File: config.mk
export PLATFORM = sky130hd
export DESIGN_NAME = nov_clkgen
export DESIGN_NICKNAME = d
export VERILOG_FILES = /design/src/rtl/nov_pkg.sv /design/src/rtl/nov_cfg_check.sv /design/src/rtl/nov_phase_cnt.sv /design/src/rtl/nov_phase_dec.sv /design/src/rtl/nov_clkgen.sv
export SDC_FILE = /design/constraint.sdc
export NUM_CORES = 1
export LEC_CHECK = 0
export ABC_AREA = 0
export CORE_ASPECT_RATIO = 1.4
export CORE_MARGIN = 5
export CORE_UTILIZATION = 60
export CTS_CLUSTER_DIAMETER = 200
export CTS_CLUSTER_SIZE = 20
export DETAILED_ROUTE_END_ITERATION = 8
export HOLD_SLACK_MARGIN = 0.05
export PLACE_DENSITY = 0.94
export SLEW_MARGIN = 20
export SYNTH_ARGS = -nofsm -noshare
export SYNTH_HDL_FRONTEND = slang
export SYNTH_SLANG_ARGS = --single-unit
File: constraint.sdc
create_clock -name clk_i -period 6.6 [get_ports clk_i]
set_input_delay 1.32 -clock clk_i [delete_from_list [all_inputs] [get_ports clk_i]]
set_output_delay 1.32 -clock clk_i [all_outputs]
set_load 0.02 [all_outputs]
File: src/rtl/nov_pkg.sv
package nov_pkg;
  localparam int unsigned NUM_PH = 2;

  typedef enum logic {
    PH_ONE = 1'b0,
    PH_TWO = 1'b1
  } phase_e;
endpackage

File: src/rtl/nov_cfg_check.sv
module nov_cfg_check #(
  parameter int unsigned CNT_W = 8
) (
  input  logic [CNT_W-1:0] half_period_i,
  input  logic [CNT_W-1:0] gap_i,
  input  logic [CNT_W-1:0] lag_i,
  output logic             valid_o
);
  localparam int unsigned SW = CNT_W + 2;

  logic [SW-1:0] need;

  // two gaps plus the lag must fit strictly inside a half period
  assign need    = ({2'b00, gap_i} << 1) + {2'b00, lag_i};
  assign valid_o = (gap_i != '0) && (need < {2'b00, half_period_i});
endmodule

File: src/rtl/nov_phase_cnt.sv
module nov_phase_cnt #(
  parameter int unsigned CNT_W = 8,
  localparam int unsigned CW   = CNT_W + 1
) (
  input  logic             clk_i,
  input  logic             rst_ni,
  input  logic             valid_i,
  input  logic [CNT_W-1:0] half_period_i,
  output logic [CW-1:0]    cnt_nxt_o
);
  logic [CW-1:0] cnt_q;
  logic [CW-1:0] cnt_inc;
  logic [CW-1:0] period;

  assign period  = {half_period_i, 1'b0};
  assign cnt_inc = cnt_q + CW'(1);

  always_comb begin
    if (!valid_i)                cnt_nxt_o = '0;
    else if (cnt_inc >= period)  cnt_nxt_o = '0;
    else                         cnt_nxt_o = cnt_inc;
  end

  always_ff @(posedge clk_i or negedge rst_ni) begin
    if (!rst_ni) cnt_q <= '0;
    else         cnt_q <= cnt_nxt_o;
  end
endmodule

File: src/rtl/nov_phase_dec.sv
module nov_phase_dec #(
  parameter int unsigned      CNT_W  = 8,
  parameter nov_pkg::phase_e  PH_SEL = nov_pkg::PH_ONE,
  localparam int unsigned     CW     = CNT_W + 1
) (
  input  logic             clk_i,
  input  logic             rst_ni,
  input  logic             valid_i,
  input  logic [CW-1:0]    cnt_i,
  input  logic [CNT_W-1:0] half_period_i,
  input  logic [CNT_W-1:0] gap_i,
  input  logic [CNT_W-1:0] lag_i,
  output logic             main_o,
  output logic             early_o
);
  logic [CW-1:0] start, open_at, close_at, early_close;
  logic          main_d, early_d;

  assign start       = (PH_SEL == nov_pkg::PH_TWO) ? {1'b0, half_period_i} : '0;
  assign open_at     = start + {1'b0, gap_i};
  assign close_at    = start + {1'b0, half_period_i};
  assign early_close = close_at - {1'b0, lag_i};

  assign main_d  = valid_i && (cnt_i >= open_at) && (cnt_i < close_at);
  assign early_d = valid_i && (cnt_i >= open_at) && (cnt_i < early_close);

  always_ff @(posedge clk_i or negedge rst_ni) begin
    if (!rst_ni) begin
      main_o  <= 1'b0;
      early_o <= 1'b0;
    end else begin
      main_o  <= main_d;
      early_o <= early_d;
    end
  end

  AST_EARLY_WITHIN_MAIN: assert property (@(posedge clk_i) disable iff (!rst_ni)
    early_o |-> main_o);
endmodule

File: src/rtl/nov_clkgen.sv
module nov_clkgen #(
  parameter int unsigned CNT_W = 8
) (
  input  logic             clk_i,
  input  logic             rst_ni,
  input  logic [CNT_W-1:0] half_period_i,
  input  logic [CNT_W-1:0] gap_i,
  input  logic [CNT_W-1:0] lag_i,
  output logic             ph1_o,
  output logic             ph2_o,
  output logic             ph1_early_o,
  output logic             ph2_early_o
);
  localparam int unsigned CW = CNT_W + 1;

  logic                       cfg_ok;
  logic [CW-1:0]              cnt_nxt;
  logic [nov_pkg::NUM_PH-1:0] main_v, early_v;

  nov_cfg_check #(.CNT_W(CNT_W)) u_cfg (
    .half_period_i(half_period_i),
    .gap_i        (gap_i),
    .lag_i        (lag_i),
    .valid_o      (cfg_ok)
  );

  nov_phase_cnt #(.CNT_W(CNT_W)) u_cnt (
    .clk_i        (clk_i),
    .rst_ni       (rst_ni),
    .valid_i      (cfg_ok),
    .half_period_i(half_period_i),
    .cnt_nxt_o    (cnt_nxt)
  );

  for (genvar i = 0; i < nov_pkg::NUM_PH; i++) begin : g_ph
    nov_phase_dec #(
      .CNT_W (CNT_W),
      .PH_SEL(nov_pkg::phase_e'(i))
    ) u_dec (
      .clk_i        (clk_i),
      .rst_ni       (rst_ni),
      .valid_i      (cfg_ok),
      .cnt_i        (cnt_nxt),
      .half_period_i(half_period_i),
      .gap_i        (gap_i),
      .lag_i        (lag_i),
      .main_o       (main_v[i]),
      .early_o      (early_v[i])
    );
  end

  assign ph1_o       = main_v[0];
  assign ph2_o       = main_v[1];
  assign ph1_early_o = early_v[0];
  assign ph2_early_o = early_v[1];

  AST_NO_OVERLAP: assert property (@(posedge clk_i) disable iff (!rst_ni)
    !(ph1_o && ph2_o));

  AST_GAP_AFTER_PH1: assert property (@(posedge clk_i) disable iff (!rst_ni)
    $fell(ph1_o) |-> !ph2_o);

  AST_GAP_AFTER_PH2: assert property (@(posedge clk_i) disable iff (!rst_ni)
    $fell(ph2_o) |-> !ph1_o);

  AST_EARLY_RISES_WITH_PH1: assert property (@(posedge clk_i) disable iff (!rst_ni)
    $rose(ph1_o) |-> $rose(ph1_early_o));

  AST_EARLY_RISES_WITH_PH2: assert property (@(posedge clk_i) disable iff (!rst_ni)
    $rose(ph2_o) |-> $rose(ph2_early_o));

  AST_REFUSED_CFG_LOW: assert property (@(posedge clk_i) disable iff (!rst_ni)
    !cfg_ok |=> !(ph1_o || ph2_o || ph1_early_o || ph2_early_o));
endmodule

* After elaboration in Yosys (flattened, before gate mapping)
Index checks and enable logic that the tools add are counted.
Word-level totals: flip-flop bits (word level) 13, bits in latches 0, RAM bits 0, bits in read-only memories 0, input bits 26, logic and storage cells 29, memories kept 0
Cells by class: add/subtract/negate cells 6, multiply operators 0, div/mod/pow operators 0, order comparisons 8, equal/unequal tests 0, shift operators 0, multiplexer cells 2, bitwise operators 0, reductions and logical operators 8
Operators by type and width (number):
- less-than comparator 9 bit | 3
- adder 8 x 8 -> 9 bit | 2
- >= comparator 9 bit | 2
- two-way mux 9 bit | 2
- adder 9 x 8 -> 10 bit | 1
- less-than comparator 10 x 8 -> 1 bit | 1
- adder 9 x 1 -> 9 bit (second input constant) | 1
- >= comparator 9 x 8 -> 1 bit | 1
- less-than comparator 9 x 8 -> 1 bit | 1
- subtractor 8 x 8 -> 9 bit | 1
- subtractor 9 x 8 -> 9 bit | 1
- nonzero test 8 bit | 1
- logical AND 1 bit | 7

* Logic depth before layout (Yosys ltp)
Gate-level depths: netlist of run 1.
word-level depth 7, gate-level depth with buffers 23, depth with buffers taken out 23

* Cells and area by module
Synthesis of run 1 repeated with hierarchy kept, for this count alone.
Unflattened totals: cell total of the unflattened synthesis 405, area, all modules 3334.4 um^2
Modules (own cells, without submodules):
- nov_phase_dec at g_ph[1].u_dec | times used 1, cells an instance 151, area an instance 1231.2 um^2
- nov_phase_dec at g_ph[0].u_dec | times used 1, cells an instance 116, area an instance 934.6 um^2
- nov_phase_cnt | times used 1, cells an instance 73, area an instance 656.9 um^2
- nov_cfg_check | times used 1, cells an instance 65, area an instance 511.7 um^2

* Least setup slack after synthesis of run 1
No wires, ideal clock.
path kind input -> register, start point input gap_i[0], end point register g_ph[0].u_dec.early_o, library setup time 0.131 ns, arrival time 5.549 ns, path slack 0.921 ns, cell stages on the path 22, cells stage by stage ha_1 > inv_1 > fa_1 > nor2b_4 > o31a_4 > o21a_1 > nor3_1 > nor2_1 > ha_1 > a221o_1 > a31oi_1 > nand3_2 > a21o_2 > nor2b_1 > ha_1 > or2_2 > a41oi_1 > nor2_1 > a41o_1 > o31a_1 > o21ai_0 > a211oi_1
Between the ends: word-level cells in the longest chain between the ends 7, elaborated cells between the ends (all ways) 9, those cells by class add/sub (1); order compare (3); mux (1); reduce/logical (4)
RTL lines:
- start, declared | RTL line nov_clkgen.sv:7 | input logic [CNT_W-1:0] gap_i,
- adder 9 x 8 -> 10 bit | RTL line nov_cfg_check.sv:14 | assign need = ({2'b00, gap_i} << 1) + {2'b00, lag_i};
- less-than comparator 10 x 8 -> 1 bit | RTL line nov_cfg_check.sv:15 | assign valid_o = (gap_i != '0) && (need < {2'b00, half_period_i});
- logical AND 1 bit * | RTL line nov_cfg_check.sv:15
- two-way mux 9 bit * | RTL line nov_phase_cnt.sv:19 | if (!valid_i) cnt_nxt_o = '0;
- net cnt_nxt[2] | RTL line nov_clkgen.sv:17 | logic [CW-1:0] cnt_nxt;
- >= comparator 9 x 8 -> 1 bit | RTL line nov_phase_dec.sv:25 | assign early_d = valid_i && (cnt_i >= open_at) && (cnt_i < early_close);
- logical AND 1 bit | RTL line nov_phase_dec.sv:25
- logical AND 1 bit * | RTL line nov_phase_dec.sv:25
- net g_ph[0].u_dec.early_d | RTL line nov_phase_dec.sv:17 | logic main_d, early_d;
- end signal, assigned | RTL line nov_phase_dec.sv:33 | early_o <= early_d;
- end, declared | RTL line nov_phase_dec.sv:14 | output logic early_o
Mark *: on every way through the listed nets, which the timed path passes. The rest lies on a longest branch.

* Worst setup path after layout of run 1
start point input lag_i[1], end point register g_ph[0].u_dec.early_o
Between the ends: word-level cells in the longest chain between the ends 7, elaborated cells between the ends (all ways) 9, those cells by class add/sub (2); order compare (3); mux (1); reduce/logical (3)
RTL lines:
- start, declared | RTL line nov_clkgen.sv:8 | input logic [CNT_W-1:0] lag_i,
- adder 9 x 8 -> 10 bit * | RTL line nov_cfg_check.sv:14
- less-than comparator 10 x 8 -> 1 bit * | RTL line nov_cfg_check.sv:15
- logical AND 1 bit * | RTL line nov_cfg_check.sv:15
- two-way mux 9 bit * | RTL line nov_phase_cnt.sv:19
- net cnt_nxt[2] | RTL line nov_clkgen.sv:17
- >= comparator 9 x 8 -> 1 bit | RTL line nov_phase_dec.sv:25
- logical AND 1 bit | RTL line nov_phase_dec.sv:25
- logical AND 1 bit * | RTL line nov_phase_dec.sv:25
- net g_ph[0].u_dec.early_d | RTL line nov_phase_dec.sv:17
Marks and branches as above.

==> summary.txt, run 1 <==
Critical path
  • Crit path cell chain: clkdlybuf4s50_1 -> ha_1 -> inv_1 -> fa_1 -> nor2b_4 -> o31a_4 -> o21a_1 -> nor3_1 -> nor2_1 -> ha_1 -> a221o_1 -> a31oi_1 -> nand3_2 -> a21o_2 -> nor2b_1 -> ha_1 -> or2_2 -> a41oi_1 -> a21boi_0 -> a41oi_1 -> a21oi_1 -> o21ai_0 -> a211oi_1
  • Required time of the worst setup path: 6.71 ns
  • Setup CP Type: input pin to register
  • Crit path max-delay family: compound AO/OA/AOI/OAI gates
  • Crit path largest cell delay: 0.55 ns
  • Buf+Inv Stages, Crit Path: 2
  • CP Launch Type: input pin
  • Worst setup path start: lag_i[1]
  • CP Capture Type: register
  • CP Data Arrival Time: 6.38 ns
  • Worst r2r src: u_cnt.cnt_q[0]
  • Slowest CP cell: clkdlybuf4s50_1
  • CP dominant cell by count: ha_1
  • CP max FO: 8

Run
  • Max-Cap Viols: 0

Logic synthesis
  • Yosys warning total: 0
  • Cells after synthesis: 389
  • Synth unique cells: 58
  • Netlist Area Pre-Place: 3251 um2
  • Synthesized Nets: 503
  • #FFs+latches synth: 13
  • Post-synth top area share: 32.33%
  • Top FF cell, synth: dfrtp_1
  • Leading area contributor after synthesis: ha_1
  • Post-synthesis sequential area ratio: 10.01%
  • Synthesized area per cell: 8.356 um2
  • Synth async-reset ratio: 100.0%
  • Number of synthesized flops with an enable pin: 0
  • Main area contributors after synthesis: ha_1, dfrtp_1, inv_1, a21oi_1, o21ai_0

STA
  • Maximum clock frequency: 159.6 MHz
  • Fin crit period: 6.266 ns
  • Slew HR: 49.88%
  • RSZ-0062 raised after global routing: no
  • Fin crit share: 94.94%
  • Max Clock Skew: 0.005038 ns
  • Max-slew violations: 0
  • Hold Violations, Final: 0
  • Slew of the pin with the lowest slew margin: 0.7465 ns
  • Setup TNS: 0 ns
  • Finish-stage setup viols: 0

Global route
  • Gr ovfl total: 0
  • Largest net degree at the start of global routing: 14
  • First-pass GRT wire length: 14860 um
  • Initial antenna violation count: 0
  • Overall Global Routing Usage: 26.02%
  • Vias in the first global route: 3322

Place
  • Post-detail-place hpwl: 7723 um
  • RePlAce Congestion: 0.9627
  • Buffers on Ports: 29

Route
  • Router iterations before antenna repair: 5
  • Post-route ant nets: 0
  • Vias: 3226
  • Avg WL per Cell: 18.46 um
  • 1st-iter DRT viols: 167
  • Final wirelength: 9081 um
  • Vias/cell: 6.557
  • DRC errors left: 0

Floorplan
  • Die area: 7010 um2
  • Die width: 72.21 um
  • Io pins: 30
  • Die height: 97.09 um
  • Initial Utilization: 62.08%
  • Core area: 5236 um2
  • Row count: 31

Clocking
  • Worst-skew pair later-pin latency: 0.25 ns
  • TritonCTS clock tree: built
  • Post-CTS Resized: 0
  • TritonCTS sink count: 13
  • Post-CTS setup buffers: 0
  • Clock buffer depth: 2
  • Clock transition at the registers of the reported paths: 0.05 ns
  • CTS hold repair buffers: 0
  • H-Tree Depth: 1
  • Root Driver: clkbuf_8
  • Cts bufs inserted: 3

Cells and area
  • Area growth from synthesis to layout: 13.78%
  • Fraction of layout instances using a drive strength above 1: 6.808%
  • Layout Nets: 541
  • Final core occ: 70.63%
  • Sequential Area: 325.3 um2
  • Filler cells: 397
  • Area taken by multi-input logic gates: 2749 um2
  • ANT cells: 0

Pwr
  • Leakage: 1.876 nW
  • Final Total Pwr: 0.4240 mW
  • Power per cell area: 114.6 nW/um2
  • Max VDD drop: 0.05974 mV

Status
  • Outcome: completed

Worst hold path
  • Hold Crit Start: u_cnt.cnt_q[8]
  • HP Class: register to register
==> flip-flops by register name, indices dropped and copies added, names as in the netlist <==
register / count
g_ph.u_dec.main_o: 2
g_ph.u_dec.early_o: 2
u_cnt.cnt_q: 9
==> tightest hold or removal path: stages (launching register included) <==
cell and delay [ns]:
dfrtp_1 0.33, xnor2_1 0.19, nor2_1 0.14
==> logic make-up (layout without fill, tap and decap cells) <==
| family | after synthesis | count (layout) | share of synthesized area [%] |
|---|---|---|---|
| DFF | 13 | 13 | 10.01 |
| xor gates and xnor gates | 24 | 24 | 6.466 |
| and+or+nand+nor | 92 | 92 | 15.09 |
| AOI/OAI and AO/OA | 125 | 125 | 28.21 |
| buffers and inverters | 47 | 84 | 5.427 |
| adders and majority gates | 88 | 88 | 34.80 |
==> stage by stage <==
step | cell area [um2] | hold WS [ns] | cells | worst slack (ns)
final | 3699 | 0.7310 | 492 | 0.3338
after CTS | 3699 | 0.7195 | 492 | 0.4089
after floorplan | 3251 | 0.6155 | 389 | 0.9206
after global placement | 3654 | 0.7299 | 488 | 0.4050
after global routing | 3699 | 0.7809 | 492 | 0.05398
after detailed placement | 3654 | 0.7065 | 488 | 0.1633
==> metal layers <==
layer | GRT usage, % | vias to the layer above | part of all wire [%]
li1 | - | 1519 | -
met3 | 1.967 | 44 | 5.2
met4 | 16.64 | 0 | 6.3
met2 | 45.82 | 129 | 51
met5 | 0 | - | 0
met1 | 29.03 | 1534 | 38
==> final cells by class <==
cell class	instances	share of cell area [%]
repair buffers	33	8.660
multi-input cells	329	74.32
flip-flops and latches	13	8.796
well taps	66	2.233
inverters	47	4.770
clock buffers	4	1.218
==> synthesized netlist by cell type, types with 2 or more instances <==
library cell and number:
ha_1 84, o221a_2 2, nor2b_1 6, nor2_1 27
and3_1 3, o21bai_1 3, a2111oi_0 3, o21ai_0 26
o22ai_1 2, nand2_1 9, nand3_1 8, a21boi_0 2
or2_2 6, nor3_1 10, nand2b_1 9, a211oi_1 6
fa_1 4, xnor2_1 14, a31oi_1 2, a211o_1 3
dfrtp_1 13, a211oi_4 2, o211ai_1 2, a21o_1 6
o21a_1 13, o2111ai_1 2, o31ai_1 3, a21oi_1 27
o31a_1 2, or3_1 4, nor4_1 2, a41oi_1 2
xor2_1 10, inv_1 47, or4_1 2
==> power breakdown <==
group | internal [mW] | total, mW | switching [mW]
combinational | 0.116 | 0.267 | 0.151
clock | 0.0427 | 0.0719 | 0.0292
sequential | 0.0819 | 0.0848 | 0.00299
total | 0.241 | 0.424 | 0.183
==> path summary, 6_finish.rpt <==
check | endpoint | slack [ns] | cells after the start
worst max-delay path | g_ph[0].u_dec.early_o | 0.33 | 23
worst min-delay path | u_cnt.cnt_q[8] | 0.73 | 2
worst max register to register | g_ph[0].u_dec.early_o | 1.45 | 20
worst min register to register | u_cnt.cnt_q[8] | 0.73 | 2
max in group asynchronous | g_ph[0].u_dec.early_o | 4.78 | 1
min in group asynchronous | u_cnt.cnt_q[2] | 1.44 | 1
==> cells in the final DEF, fill, tap and decap left out, types with 2 or more instances in the layout <==
cell             Yosys  final
or4_1                2      2
buf_4                0      4
a41oi_1              2      2
nor2_1              27     27
a21o_1               6      6
a2111oi_0            3      3
a211o_1              3      3
a21boi_0             2      2
dfrtp_1             13     13
clkdlybuf4s50_1      0     29
a211oi_1             6      6
o31a_1               2      2
o21ai_0             26     26
o31ai_1              3      3
a31oi_1              2      2
or3_1                4      4
nor2b_1              6      6
a211oi_4             2      2
nor4_1               2      2
xor2_1              10     10
inv_1               47     47
nand3_1              8      8
nor3_1              10     10
o22ai_1              2      2
a21oi_1             27     27
and3_1               3      3
o2111ai_1            2      2
nand2_1              9      9
o21bai_1             3      3
o21a_1              13     13
fa_1                 4      4
clkbuf_8             0      3
o221a_2              2      2
xnor2_1             14     14
or2_2                6      6
nand2b_1             9      9
o211ai_1             2      2
ha_1                84     84
(Power assumes the default switching activity.)
==> run 2: changes to the inputs <==
--- a/config.mk
+++ b/config.mk
@@ -13,7 +13,7 @@
 export CTS_CLUSTER_SIZE = 20
 export DETAILED_ROUTE_END_ITERATION = 8
 export HOLD_SLACK_MARGIN = 0.05
-export PLACE_DENSITY = 0.94
+export PLACE_DENSITY_LB_ADDON = 0.05
 export SLEW_MARGIN = 20
 export SYNTH_ARGS = -nofsm -noshare
 export SYNTH_HDL_FRONTEND = slang
==> constraint.sdc (replaced) <==
create_clock -name clk_i -period 6.5 [get_ports clk_i]
set_input_delay 1.3 -clock clk_i [delete_from_list [all_inputs] [get_ports clk_i]]
set_output_delay 1.3 -clock clk_i [all_outputs]
set_load 0.02 [all_outputs]
==> summary.txt, run 2 (synthesis results as in run 1) <==
Route
  • 1st-iter DRT viols: 167 (unchanged)
  • DRC errors left: 0 (unchanged)
  • Post-route ant nets: 0 (unchanged)
  • Avg WL per Cell: 17.67 um (-4.3%)
  • Final wirelength: 8764 um (-3.5%)
  • Vias/cell: 6.133 (-6.5%)
  • Vias: 3042 (-5.7%)
  • Router iterations before antenna repair: 5 (unchanged)

Place
  • Placed cell count: 492 (+0.82%)
  • Post-detail-place hpwl: 7461 um (-3.4%)
  • Buffers on Ports: 29 (unchanged)
  • RePlAce Congestion: 0.9015 (-6.4%)
  • Post-Place Setup Slack: 0.1982 ns (+0.03483 ns)

Critical path
  • CP Capture Type: register
  • Worst r2r src: u_cnt.cnt_q[0]
  • Worst setup path start: gap_i[0]
  • Worst setup endpoint: g_ph[0].u_dec.early_o
  • Worst r2r dst: g_ph[0].u_dec.early_o
  • Setup CP Type: input pin to register
  • Reg2reg path depth: 21 (+5.0%)
  • Reg-to-reg slack, setup: 1.38 ns (-0.07 ns)
  • CP Data Arrival Time: 6.19 ns (-0.19 ns)
  • Required time of the worst setup path: 6.62 ns (-0.09 ns)
  • CP max FO: 4 (-4)
  • CP Launch Type: input pin

STA
  • Finish-stage setup viols: 0 (unchanged)
  • Fin crit share: 93.38%
  • Slew HR: 41.38% (-8.5 points)
  • Setup TNS: 0 ns (unchanged)
  • Maximum clock frequency: 164.8 MHz
  • Slew of the pin with the lowest slew margin: 0.8730 ns (+0.1265 ns)
  • Max Clock Skew: 0.003521 ns (-0.001517 ns)
  • Hold Violations, Final: 0 (unchanged)
  • Max-slew violations: 0 (unchanged)
  • RSZ-0062 raised after global routing: no
  • Final Worst Setup Slack: 0.4304 ns (+0.09655 ns)
  • Hold slack: 0.7584 ns (+0.02732 ns)
  • Fin crit period: 6.070 ns

Global route
  • First-pass GRT wire length: 13960 um (-6.1%)
  • Initial antenna violation count: 0 (unchanged)
  • Vias in the first global route: 2941 (-11%)
  • GR Layer Usage met1: 29.65% (+0.61 points)
  • Busiest grt layer: met2
  • Largest net degree at the start of global routing: 14 (unchanged)
  • Overall Global Routing Usage: 25.11% (-0.90 points)
  • Met3 usage: 2.484% (+0.52 points)
  • Met2 GRT Util: 45.89% (+0.070 points)
  • Gr ovfl total: 0 (unchanged)

Floorplan
  • Die width: 72.21 um (unchanged)
  • Die area: 7010 um2 (unchanged)
  • Io pins: 30 (unchanged)
  • Die height: 97.09 um (unchanged)
  • Initial Utilization: 62.08% (unchanged)
  • Row count: 31 (unchanged)
  • Core area: 5236 um2 (unchanged)

Clocking
  • TritonCTS sink count: 13 (unchanged)
  • Clock transition at the registers of the reported paths: 0.06 ns (about the same)
  • Worst-skew pair later-pin latency: 0.25 ns (about the same)
  • H-Tree Depth: 1 (unchanged)
  • Clock buffer depth: 2 (unchanged)
  • Cts bufs inserted: 3 (unchanged)
  • CTS hold repair buffers: 0 (unchanged)
  • Root Driver: clkbuf_8
  • Post-CTS Resized: 0 (unchanged)
  • Post-CTS setup buffers: 0 (unchanged)
  • TritonCTS clock tree: built

Cells and area
  • Most common cell after layout, fill and taps aside: ha_1
  • Layout Nets: 545 (+0.74%)
  • Finished Layout Cells: 496 (+0.81%)
  • Fraction of layout instances using a drive strength above 1: 7.674% (+0.87 points)
  • Max FFs per register: 9 (unchanged)
  • Most flops, register: u_cnt.cnt_q
  • Area growth from synthesis to layout: 14.70%
  • Biggest regs: u_cnt.cnt_q: 9 flops, g_ph.u_dec.early_o: 2 flops, g_ph.u_dec.main_o: 2 flops
  • Final core occ: 71.21% (+0.57 points)
  • ANT cells: 0 (unchanged)
  • Most frequent cells in the layout: ha_1, inv_1, clkdlybuf4s50_1, a21oi_1, nor2_1

Status
  • Outcome: completed

Worst hold path
  • HP Class: register to register
  • Hold Crit Start: u_cnt.cnt_q[8]

Pwr
  • Max VDD drop: 0.07441 mV (+25%)
  • Leakage: 1.896 nW (+1.1%)
  • Power per cell area: 114.9 nW/um2 (+0.26%)

Run
  • Max-Cap Viols: 0 (unchanged)
[run 2: how the worst min path moves through the flow]
| stage | end | depth (start not counted) | slack (ns) |
|---|---|---|---|
| final | u_cnt.cnt_q[8] | 3 | 0.76 |
| after floorplan | u_cnt.cnt_q[8] | 2 | 0.62 |
| after global routing | u_cnt.cnt_q[8] | 3 | 0.80 |
| after CTS | u_cnt.cnt_q[8] | 3 | 0.76 |
| after detailed placement | u_cnt.cnt_q[8] | 3 | 0.74 |
| after global placement | u_cnt.cnt_q[8] | 3 | 0.75 |
[run 2: routing by layer]
metal | share of wire (%) | vias to the layer above
met4 | 3.1 | 0
met5 | 0 | -
li1 | - | 1528
met3 | 3.5 | 18
met2 | 52 | 92
met1 | 42 | 1404
[run 2: worst max-delay path, cell delays in order]
cell and delay (ns):
clkdlybuf4s50_1 0.51, ha_1 0.27, inv_1 0.07, fa_1 0.25
nor2b_4 0.06, o31a_4 0.30, nor3_4 0.22, nor2_1 0.07
nor2_1 0.13, ha_1 0.25, a221o_1 0.30, a31oi_1 0.27
nand4b_1 0.13, a21oi_1 0.19, inv_1 0.09, ha_1 0.27
nand2b_1 0.14, a211o_1 0.34, a41oi_1 0.29, a21boi_0 0.13
a41oi_1 0.22, a21oi_1 0.05, o21ai_0 0.25, a211oi_1 0.09
[run 2: final cells by class]
class | instances | area [um2]
clock buffer | 4 | 45.04
fill | 459 | 1508
inverter | 47 | 176.4
multi-input combinational | 329 | 2749
sequential | 13 | 325.3
tap | 66 | 82.58
timing repair buffer | 37 | 350.3
[run 2: power breakdown]
part	internal (mW)	total [mW]	switching [mW]	leakage (nW)
clock network	0.0434	0.0748	0.0314	0.0228
logic	0.119	0.268	0.149	1.69
registers	0.0831	0.0859	0.00288	0.181
[run 2: stage by stage]
step	instance area, um2	total power [mW]
after floorplan	3251	0.2700
after global placement	3684	0.3460
after detailed placement	3684	0.3522
after CTS	3729	0.4277
after global routing	3729	0.4679
final	3729	0.4285
==> run 3: changes to the inputs <==
--- a/config.mk
+++ b/config.mk
@@ -8,12 +8,13 @@
 export ABC_AREA = 0
 export CORE_ASPECT_RATIO = 1.4
 export CORE_MARGIN = 5
-export CORE_UTILIZATION = 60
+export CORE_UTILIZATION = 64
 export CTS_CLUSTER_DIAMETER = 200
 export CTS_CLUSTER_SIZE = 20
 export DETAILED_ROUTE_END_ITERATION = 8
 export HOLD_SLACK_MARGIN = 0.05
 export PLACE_DENSITY_LB_ADDON = 0.05
+export SETUP_SLACK_MARGIN = 0.02
 export SLEW_MARGIN = 20
 export SYNTH_ARGS = -nofsm -noshare
 export SYNTH_HDL_FRONTEND = slang
==> constraint.sdc (replaced) <==
create_clock -name clk_i -period 7.3 [get_ports clk_i]
set_input_delay 1.46 -clock clk_i [delete_from_list [all_inputs] [get_ports clk_i]]
set_output_delay 1.46 -clock clk_i [all_outputs]
set_load 0.02 [all_outputs]
==> summary.txt, run 3 (synthesis results as in run 1) <==
STA
  • Hold Violations, Final: 0 (unchanged)
  • Finish-stage setup viols: 0 (unchanged)
  • Setup TNS: 0 ns (unchanged)
  • Max Clock Skew: 0.001127 ns (-0.002394 ns)
  • Slew of the pin with the lowest slew margin: 0.7945 ns (-0.07842 ns)
  • Fin crit share: 91.78%
  • Max-slew violations: 0 (unchanged)
  • Slew HR: 46.65% (+5.3 points)
  • Fin crit period: 6.700 ns
  • RSZ-0062 raised after global routing: no
  • Maximum clock frequency: 149.3 MHz

Clocking
  • Worst-skew pair later-pin latency: 0.25 ns (about the same)
  • Root Driver: clkbuf_8
  • Post-CTS Resized: 0 (unchanged)
  • Clock buffer depth: 2 (unchanged)
  • TritonCTS clock tree: built
  • CTS hold repair buffers: 0 (unchanged)
  • Cts bufs inserted: 3 (unchanged)
  • Post-CTS setup buffers: 0 (unchanged)
  • TritonCTS sink count: 13 (unchanged)
  • H-Tree Depth: 1 (unchanged)
  • Clock transition at the registers of the reported paths: 0.06 ns (about the same)

Cells and area
  • Biggest regs: u_cnt.cnt_q: 9 flops, g_ph.u_dec.early_o: 2 flops, g_ph.u_dec.main_o: 2 flops
  • Sequential Area: 325.3 um2 (unchanged)
  • Final core occ: 75.59% (+4.4 points)
  • Filler cells: 386 (-16%)
  • Most common cell after layout, fill and taps aside: ha_1
  • ANT cells: 0 (unchanged)
  • Design Area, Final: 3689 um2 (-1.1%)
  • Area growth from synthesis to layout: 13.47%
  • Layout Nets: 540 (-0.92%)
  • Finished Layout Cells: 489 (-1.4%)
  • Most flops, register: u_cnt.cnt_q
  • Area taken by multi-input logic gates: 2749 um2 (unchanged)
  • Max FFs per register: 9 (unchanged)
  • Fraction of layout instances using a drive strength above 1: 6.588% (-1.1 points)
  • Most frequent cells in the layout: ha_1, inv_1, clkdlybuf4s50_1, a21oi_1, nor2_1

Place
  • DP Area: 3643 um2 (-1.1%)
  • Placed cell count: 485 (-1.4%)
  • RePlAce Congestion: 0.9326 (+3.4%)
  • Post-detail-place hpwl: 7469 um (+0.12%)
  • Buffers on Ports: 29 (unchanged)

Pwr
  • Power per cell area: 103.6 nW/um2 (-9.8%)
  • Max VDD drop: 0.05749 mV (-23%)
  • Leakage: 1.871 nW (-1.4%)

Global route
  • First-pass GRT wire length: 13970 um (+0.10%)
  • Gr ovfl total: 0 (unchanged)
  • Largest net degree at the start of global routing: 14 (unchanged)
  • Initial antenna violation count: 0 (unchanged)
  • Vias in the first global route: 2941 (unchanged)
  • Overall Global Routing Usage: 26.71% (+1.6 points)

Route
  • Vias: 3088 (+1.5%)
  • Post-route ant nets: 0 (unchanged)
  • Avg WL per Cell: 18.14 um (+2.7%)
  • Vias/cell: 6.315 (+3.0%)
  • 1st-iter DRT viols: 130 (-22%)
  • Router iterations before antenna repair: 4 (-1)
  • DRC errors left: 0 (unchanged)
  • Final wirelength: 8872 um (+1.2%)

Critical path
  • Crit path cell chain: clkdlybuf4s50_1 -> ha_1 -> inv_1 -> fa_1 -> nor2b_4 -> o31a_4 -> nor3_4 -> nor2_1 -> nor2_1 -> ha_1 -> a221o_1 -> a31oi_1 -> nand4b_1 -> a21oi_1 -> inv_1 -> ha_1 -> nand2b_1 -> a211o_1 -> a41oi_1 -> nor2_1 -> a41o_1 -> o31a_1 -> o21ai_0 -> a211oi_1
  • CP Data Arrival Time: 6.82 ns (+0.63 ns)
  • Slowest CP cell: clkdlybuf4s50_1
  • CP Launch Type: input pin
  • CP Capture Type: register
  • Required time of the worst setup path: 7.42 ns (+0.80 ns)
  • Setup CP Type: input pin to register
  • CP max FO: 6 (+2)
  • Crit path largest cell delay: 0.50 ns (about the same)

Worst hold path
  • HP Class: register to register

Status
  • Outcome: completed

Floorplan
  • Die area: 6624 um2 (-5.5%)
  • Core area: 4880 um2 (-6.8%)
  • Die height: 94.33 um (-2.8%)
  • Row count: 30 (-3.2%)
  • Initial Utilization: 66.62% (+4.5 points)
  • Io pins: 30 (unchanged)
  • Die width: 70.23 um (-2.7%)

Run
  • Max-Cap Viols: 0 (unchanged)
-- run 3: cell count changes in the layout (fill, tap and decap cells not counted), sizes merged --
cell  before  now
buf        8    3
-- run 3: through the flow --
stage / hold WS [ns] / power (mW) / setup WS [ns]
after floorplan: 0.6155 / 0.2404 / 1.481
after global placement: 0.7160 / 0.3025 / 0.7692
after detailed placement: 0.7189 / 0.3115 / 0.5056
after CTS: 0.7295 / 0.3804 / 0.7055
after global routing: 0.7634 / 0.4142 / 0.3193
final: 0.7448 / 0.3823 / 0.6003
-- run 3: worst max-delay path: cells and delay by family --
family          cells  cell delay (ns)
fa+ha+maj           4             1.08
compound gates     10             2.68
simple gates        7             0.89
buf+inv             3             0.72
-- run 3: worst paths after layout --
check                                    start               endpoint  slack (ns)  depth (start not counted)
worst max-delay path                  gap_i[0]   g_ph[0].u_dec.main_o        0.60                         24
worst min-delay path            u_cnt.cnt_q[0]         u_cnt.cnt_q[0]        0.74                          2
worst max register to register  u_cnt.cnt_q[0]   g_ph[0].u_dec.main_o        1.90                         21
worst min register to register  u_cnt.cnt_q[0]         u_cnt.cnt_q[0]        0.74                          2
max in group asynchronous               rst_ni  g_ph[1].u_dec.early_o        5.30                          1
min in group asynchronous               rst_ni         u_cnt.cnt_q[2]        1.60                          1
-- run 3: per-layer routing --
layer | wire (um) | GRT usage [%]
met5 | 0 | 0
met1 | 3454 | 30.55
met2 | 4592 | 50.31
met4 | 310 | 8.946
met3 | 515 | 3.533
-- run 3: cell type report --
class | instances | share of cell area, %
multi-input combinational | 329 | 74.53
sequential | 13 | 8.820
timing repair buffer | 32 | 8.480
inverter | 47 | 4.783
tap | 64 | 2.171
clock buffer | 4 | 1.221
-- run 3: where the power goes --
group	internal [mW]	switching [mW]
registers	0.0740	0.00226
clock network	0.0387	0.0290
logic	0.103	0.135
